## src/rtl/regport_pkg.sv

```systemverilog
package regport_pkg;
  typedef enum logic {
    HOST_PAR = 1'b0,
    HOST_SER = 1'b1
  } host_mode_e;
endpackage

```

## src/rtl/rp_edge_det.sv

```systemverilog
module rp_edge_det #(
  parameter logic RST_VAL = 1'b0,
  parameter bit   RISE    = 1'b1
) (
  input  logic clk,
  input  logic rst,
  input  logic sig,
  output logic edge_o
);
  logic q;

  always_ff @(posedge clk) begin
    if (rst) q <= RST_VAL;
    else     q <= sig;
  end

  generate
    if (RISE) begin : g_rise
      assign edge_o = sig & ~q;
    end else begin : g_fall
      assign edge_o = ~sig & q;
    end
  endgenerate
endmodule

```

## src/rtl/rp_serial_shift.sv

```systemverilog
module rp_serial_shift #(
  parameter int DATA_W = 8
) (
  input  logic              clk,
  input  logic              rst,
  input  logic              en,
  input  logic              ex_rise,
  input  logic              rd_n,
  input  logic              wr_n,
  input  logic              rd_start,
  input  logic              wr_done,
  input  logic              sdi,
  input  logic [DATA_W-1:0] load_val,
  output logic              sdo,
  output logic [DATA_W-1:0] in_word,
  output logic              in_full
);
  localparam int CNT_W = $clog2(DATA_W + 1);
  localparam logic [CNT_W-1:0] FULL = CNT_W'(DATA_W);

  logic [DATA_W-1:0] sr_in, sr_out;
  logic [CNT_W-1:0]  in_cnt, out_cnt;

  // outbound: load on read start, advance per sampled shift clock
  always_ff @(posedge clk) begin
    if (rst) begin
      sr_out  <= '0;
      out_cnt <= '0;
    end else if (rd_start) begin
      sr_out  <= load_val;
      out_cnt <= '0;
    end else if (rd_n && wr_n) begin
      out_cnt <= '0;
    end else if (en && !rd_n && ex_rise && out_cnt < FULL) begin
      sr_out  <= sr_out >> 1;
      out_cnt <= out_cnt + 1'b1;
    end
  end

  // inbound: shift while idle, count saturates at a full byte
  always_ff @(posedge clk) begin
    if (rst) begin
      sr_in  <= '0;
      in_cnt <= '0;
    end else if (!rd_n || wr_done) begin
      in_cnt <= '0;
    end else if (en && wr_n && ex_rise) begin
      sr_in <= {sdi, sr_in[DATA_W-1:1]};
      if (in_cnt < FULL) in_cnt <= in_cnt + 1'b1;
    end
  end

  assign sdo     = sr_out[0];
  assign in_word = sr_in;
  assign in_full = (in_cnt == FULL);
endmodule

```

## src/rtl/rp_reg_bank.sv

```systemverilog
module rp_reg_bank #(
  parameter int DATA_W   = 8,
  parameter int ADDR_W   = 3,
  parameter int DET_ADDR = 1,
  parameter int ID_ADDR  = 6
) (
  input  logic                            clk,
  input  logic                            rst,
  input  logic                            we,
  input  logic [ADDR_W-1:0]               waddr,
  input  logic [DATA_W-1:0]               wdata,
  input  logic [ADDR_W-1:0]               raddr,
  input  logic [DATA_W-1:0]               det_i,
  input  logic [DATA_W-1:0]               id_i,
  output logic [DATA_W-1:0]               rdata,
  output logic [(1<<ADDR_W)*DATA_W-1:0]   all_o
);
  localparam int NREG = 1 << ADDR_W;

  generate
    for (genvar i = 0; i < NREG; i++) begin : g_slot
      logic [DATA_W-1:0] q;
      if (i == DET_ADDR) begin : g_det
        always_ff @(posedge clk) begin
          if (rst) q <= '0;
          else     q <= det_i;
        end
      end else if (i == ID_ADDR) begin : g_id
        always_ff @(posedge clk) begin
          if (rst) q <= '0;
          else     q <= id_i;
        end
      end else begin : g_rw
        always_ff @(posedge clk) begin
          if (rst)                                    q <= '0;
          else if (we && waddr == ADDR_W'(i))         q <= wdata;
        end
      end
      assign all_o[i*DATA_W +: DATA_W] = q;
    end
  endgenerate

  assign rdata = all_o[raddr*DATA_W +: DATA_W];
endmodule

```

## src/rtl/dual_mode_regport.sv

```systemverilog
module dual_mode_regport
  import regport_pkg::*;
#(
  parameter int DATA_W   = 8,
  parameter int ADDR_W   = 3,
  parameter int DET_ADDR = 1,
  parameter int ID_ADDR  = 6
) (
  input  logic                          clk,
  input  logic                          rst,
  input  logic                          mode_sel,
  input  logic                          ale,
  input  logic                          rd_n,
  input  logic                          wr_n,
  input  logic [DATA_W-1:0]             bus_i,
  output logic [DATA_W-1:0]             bus_o,
  output logic                          bus_oe,
  input  logic [ADDR_W-1:0]             addr_i,
  input  logic                          exclk,
  input  logic                          sdata_i,
  output logic                          sdata_o,
  output logic                          sdata_oe,
  input  logic [DATA_W-1:0]             det_i,
  input  logic [DATA_W-1:0]             id_i,
  output logic [(1<<ADDR_W)*DATA_W-1:0] regs_o
);
  logic              serial;
  logic              ex_rise, wr_rise, rd_fall;
  logic [ADDR_W-1:0] par_addr, cur_addr;
  logic [DATA_W-1:0] par_wdata, wdata, rdata, in_word;
  logic              in_full, we;

  assign serial = (host_mode_e'(mode_sel) == HOST_SER);

  rp_edge_det #(.RST_VAL(1'b0), .RISE(1'b1)) u_ex_edge (
    .clk(clk), .rst(rst), .sig(exclk), .edge_o(ex_rise));
  rp_edge_det #(.RST_VAL(1'b1), .RISE(1'b1)) u_wr_edge (
    .clk(clk), .rst(rst), .sig(wr_n), .edge_o(wr_rise));
  rp_edge_det #(.RST_VAL(1'b1), .RISE(1'b0)) u_rd_edge (
    .clk(clk), .rst(rst), .sig(rd_n), .edge_o(rd_fall));

  // parallel side: address latch and write-data capture
  always_ff @(posedge clk) begin
    if (rst) begin
      par_addr  <= '0;
      par_wdata <= '0;
    end else begin
      if (!serial && ale) par_addr  <= bus_i[ADDR_W-1:0];
      if (!wr_n)          par_wdata <= bus_i;
    end
  end

  assign cur_addr = serial ? addr_i  : par_addr;
  assign wdata    = serial ? in_word : par_wdata;
  assign we       = wr_rise && (serial ? in_full : 1'b1);

  rp_serial_shift #(.DATA_W(DATA_W)) u_shift (
    .clk(clk), .rst(rst), .en(serial), .ex_rise(ex_rise),
    .rd_n(rd_n), .wr_n(wr_n), .rd_start(rd_fall && serial),
    .wr_done(wr_rise), .sdi(sdata_i), .load_val(rdata),
    .sdo(sdata_o), .in_word(in_word), .in_full(in_full));

  rp_reg_bank #(.DATA_W(DATA_W), .ADDR_W(ADDR_W),
                .DET_ADDR(DET_ADDR), .ID_ADDR(ID_ADDR)) u_bank (
    .clk(clk), .rst(rst), .we(we), .waddr(cur_addr), .wdata(wdata),
    .raddr(cur_addr), .det_i(det_i), .id_i(id_i),
    .rdata(rdata), .all_o(regs_o));

  // registered read path and drive enables
  always_ff @(posedge clk) begin
    if (rst) begin
      bus_o    <= '0;
      bus_oe   <= 1'b0;
      sdata_oe <= 1'b0;
    end else begin
      bus_o    <= rdata;
      bus_oe   <= !serial && !rd_n;
      sdata_oe <= serial && !rd_n;
    end
  end
endmodule

```

## config.mk

```make
export PLATFORM = sky130hd
export DESIGN_NAME = dual_mode_regport
export DESIGN_NICKNAME = d
export VERILOG_FILES = /design/src/rtl/regport_pkg.sv /design/src/rtl/rp_edge_det.sv /design/src/rtl/rp_serial_shift.sv /design/src/rtl/rp_reg_bank.sv /design/src/rtl/dual_mode_regport.sv
export SDC_FILE = /design/constraint.sdc
export NUM_CORES = 1
export LEC_CHECK = 0
export BUFFER_PORTS_ARGS = -buffer_cell sky130_fd_sc_hd__clkbuf_2
export CORE_UTILIZATION = 58
export DETAILED_ROUTE_END_ITERATION = 7
export GPL_TIMING_DRIVEN = 0
export PLACE_DENSITY = 0.89
export SLEW_MARGIN = 20
export SYNTH_ARGS = -nofsm -noshare
export SYNTH_HDL_FRONTEND = slang
export SYNTH_HIERARCHICAL = 1
export SYNTH_SLANG_ARGS = --single-unit
```

## constraint.sdc

```tcl
create_clock -name clk -period 5.8 [get_ports clk]
set_input_delay 0.58 -clock clk [delete_from_list [all_inputs] [get_ports clk]]
set_output_delay 0.58 -clock clk [all_outputs]
set_load 0.02 [all_outputs]
```

==> results.py <==
metrics = {
    "sta": {
        "highest_clock_frequency_the_design_can_meet_mhz": 384,
        "timing.final.max_slew_violations": 0,
        "worst_clock_skew_ns": 0.0146,
        "fin_crit_sh": 0.449,
        "hold_viol_final": 0,
        "grt_setup_unrepaired": "false",
        "worst_slew_margin_rel": 0.420,
        "max_slew.worst_pin.slew_ns": 0.868,
        "fin_tns_setup_ns": 0,
        "hold_ws_ns": 0.406,
        "setup_viol": 0,
        "layout_min_cycle_time_ns": 2.60,
    },
    "clock_tree": {
        "cts_made_buffers": 9,
        "clk_pin_slew_worst_paths_ns": 0.12,
        "clockBufferDepth": 2,
        "clkSinkCount": 112,
        "cts-htree-levels": 3,
        "cts_tree": "yes",
        "clock_latency_at_the_later_pin_of_the_worst_skew_pair_ns": 0.38,
        "cts-resized-gates": 0,
        "post_cts_hold_buffer_count": 0,
        "cts_setup_buffers": 0,
        "ctsRootBufferMaster": "clkbuf_8",
    },
    "power": {
        "p_leak_nw": 2.43,
        "peakVddDrop_v": 0.000145,
        "p_int_mw": 1.02,
        "power_frac_seq": 0.575,
        "power.combinational.fraction": 0.108,
        "pwr_density_cell_nw_per_um2": 243,
        "power_switching_share": 0.266,
        "clockPowerShare": 0.317,
        "finalPower_mw": 1.39,
        "power.net_switching_mw": 0.368,
    },
    "grt": {
        "maximum_number_of_pins_on_one_net_before_global_route_repair": 21,
        "first_global_vias": 3922,
        "number_of_antenna_violations_at_the_first_check_in_global_routing": 0,
        "global_route.overflow_total": 0,
        "grt_first_pass_wirelength_um": 19700,
        "grt.total_usage": 0.299,
    },
    "floorplanning": {
        "core_area_um2": 7890,
        "die_y_um": 93.4,
        "initial_standard_cell_utilization_of_the_core": 0.614,
        "placementRows": 32,
        "fp.dieArea_um2": 8720,
        "i_o_pin_count": 110,
        "dieWidth_um": 93.4,
    },
    "critical_path": {
        "timing.critical_path.from": "mode_sel",
        "regToRegEndpoint": "u_shift/sr_out[2]",
        "critPathKind": "input pin to flop",
        "cp-start-kind": "input pin",
        "regToRegStartpoint": "par_addr[0]",
        "regToRegSetupSlack_ns": 3.41,
        "critical-path-max-stage-delay_ns": 0.52,
        "worst-path-max-fanout": 10,
        "crit_end": "u_shift/sr_out[2]",
        "timing.critical_path.slowest_stage_cell": "clkbuf_1",
        "crit_top_cell": "mux2_2",
        "critical_path.endpoint_type": "flop",
        "cp.arrival_ns": 2.83,
        "count_of_cells_along_the_worst_register_to_register_path": 7,
        "timing.critical_path.cells": "clkbuf_2 > buf_6 > mux2_2 > buf_2 > clkbuf_1 > mux4_1 > mux2_2 > nor2b_1 > a2111oi_2",
        "cp.required_ns": 6.03,
    },
    "cells_and_area": {
        "final_cell_mix": "dfxtp_1 (112), clkbuf_2 (109), nand2_1 (66)",
        "fin_nets": 619,
        "layout_commonest_cell": "dfxtp_1",
        "postLayoutCoreUtil": 0.723,
        "finalInstanceArea_um2": 5700,
        "antenna_cells_inserted": 0,
        "layout-drive-gt1-share": 0.299,
        "syn_to_final_growth_pct": 17.7,
    },
    "yosys": {
        "synth_area_leaders": "dfxtp_1 (46%), mux4_1 (8.7%), mux2i_1 (7.0%)",
        "post_synth_inst_count": 461,
        "post_synth.cell_area_avg_um2": 10.5,
        "synth.lib_cells_used.distinct": 47,
        "synth_area_leader_cell": "dfxtp_1",
        "netlist_area_um2": 4840,
        "synth.yosys.warnings": 6,
        "synth.yosys.seq_area_share": 0.463,
        "synth_top_flop_cell": "dfxtp_1",
        "async_reset_ff_frac": 0,
        "synth-edff-count": 0,
        "synth_fp_nets": 499,
        "post-synth-top-area-fraction": 0.463,
        "ys_seq_elements": 112,
    },
    "placement": {
        "place_congestion": 0.851,
        "dpl.hpwl_um": 9090,
        "place_area_um2": 5520,
        "port-buffer-count": 109,
    },
    "route": {
        "final_antenna_net_count": 0,
        "drc_errors": 0,
        "drt-pass1-iter-count": 5,
        "route.detailed.wl_per_inst_um": 18.0,
        "avgViaCountPerCell": 5.85,
        "detail_route.iter0.violations": 273,
        "routed_wl_um": 12400,
        "detailroute.via_count": 4023,
    },
    "status": {
        "status": "completed",
    },
    "worst_hold_path": {
        "hold_class": "input pin to flop",
    },
    "flow_run": {
        "cap_violations": 0,
    },
}
-- power by group through the flow --
stage / clock network (mW) / logic [mW] / registers [mW]
6_report: 0.439 / 0.150 / 0.797
5_1_grt: 0.476 / 0.160 / 0.799
4_1_cts: 0.446 / 0.148 / 0.797
3_5_place_dp: 0 / 0.147 / 0.814
3_3_place_gp: 0 / 0.142 / 0.813
2_1_floorplan: 0 / 0.0905 / 0.822
-- routing by layer --
layer,track usage,vias to the layer above,wire length [um]
li1,-,1849,-
met1,0.374,1920,4840
met2,0.500,216,6080
met3,0.0553,38,1080
met4,0.142,0,369
met5,0,-,0
-- state kept, by name (all words and copies together) (netlist names) --
signal,count
u_rd_edge/q,1
u_wr_edge/q,1
bus_o,8
u_shift/out_cnt,4
bus_oe,1
u_shift/sr_out,8
u_ex_edge/q,1
u_shift/in_word,8
sdata_oe,1
u_shift/in_cnt,4
par_wdata,8
u_bank/g_slot.q,64
par_addr,3
-- synth_stat cells (2+ instances only) --
cell type and count:
nand4b_1 3, o21ai_0 4, clkbuf_1 14, and4b_1 2, nand4bb_1 3, nor3_1 8
a41oi_1 2, mux2i_1 34, xnor2_1 2, nor2b_4 2, mux4_1 16, dfxtp_1 112
buf_4 3, buf_6 4, nor4bb_1 2, nor3b_1 2, mux2_2 13, a2111oi_2 7
ha_1 3, buf_1 2, mux2_4 6, a21oi_1 34, inv_1 6, nand2_1 66
or2_1 2, nor2b_1 32, nor2_1 38, buf_2 9, nand2b_1 12
-- critical path: cells and delay by family --
family                 cells  cell delay (ns)
AO/OA/AOI/OAI              1             0.08
buffers and inverters      4             1.02
multiplexers               3             0.95
AND/OR/NAND/NOR            1             0.20
-- area by class of cell --
| class | count | area (um^2) |
|---|---|---|
| multi-input combinational | 310 | 2380 |
| clock buffer | 9 | 124 |
| buffer | 33 | 193 |
| timing repair buffer | 109 | 546 |
| sequential | 112 | 2240 |
| clock inverter | 7 | 60.1 |
| inverter | 6 | 22.5 |
| tap | 102 | 128 |
| fill | 560 | 2190 |
-- worst min path at each step --
stage               slack [ns]                    end  cells past startpoint                  start
floorplan                 0.45            par_addr[0]                      2            par_addr[0]
global placement          0.46  u_bank/g_slot[0].q[0]                      2  u_bank/g_slot[0].q[0]
detailed placement        0.47  u_bank/g_slot[7].q[5]                      2  u_bank/g_slot[7].q[5]
CTS                       0.40  u_bank/g_slot[6].q[4]                      2                id_i[4]
global route              0.40  u_bank/g_slot[6].q[4]                      2                id_i[4]
finish                    0.41  u_bank/g_slot[1].q[4]                      2               det_i[4]
-- metrics by stage --
step | std cells | worst slack, ns
global route | 688 | 3.17
global placement | 672 | 2.97
detailed placement | 672 | 2.89
floorplan | 461 | 3.47
finish | 688 | 3.20
CTS | 688 | 3.26
-- cell families after synthesis --
group	synth area share
simple gates	0.204
flops	0.463
mux	0.206
compound gates	0.0713
buf+inv	0.0444
fa+ha+maj	0.00775
xor+xnor	0.00362
Note: power is estimated with default switching activity, not from simulation.
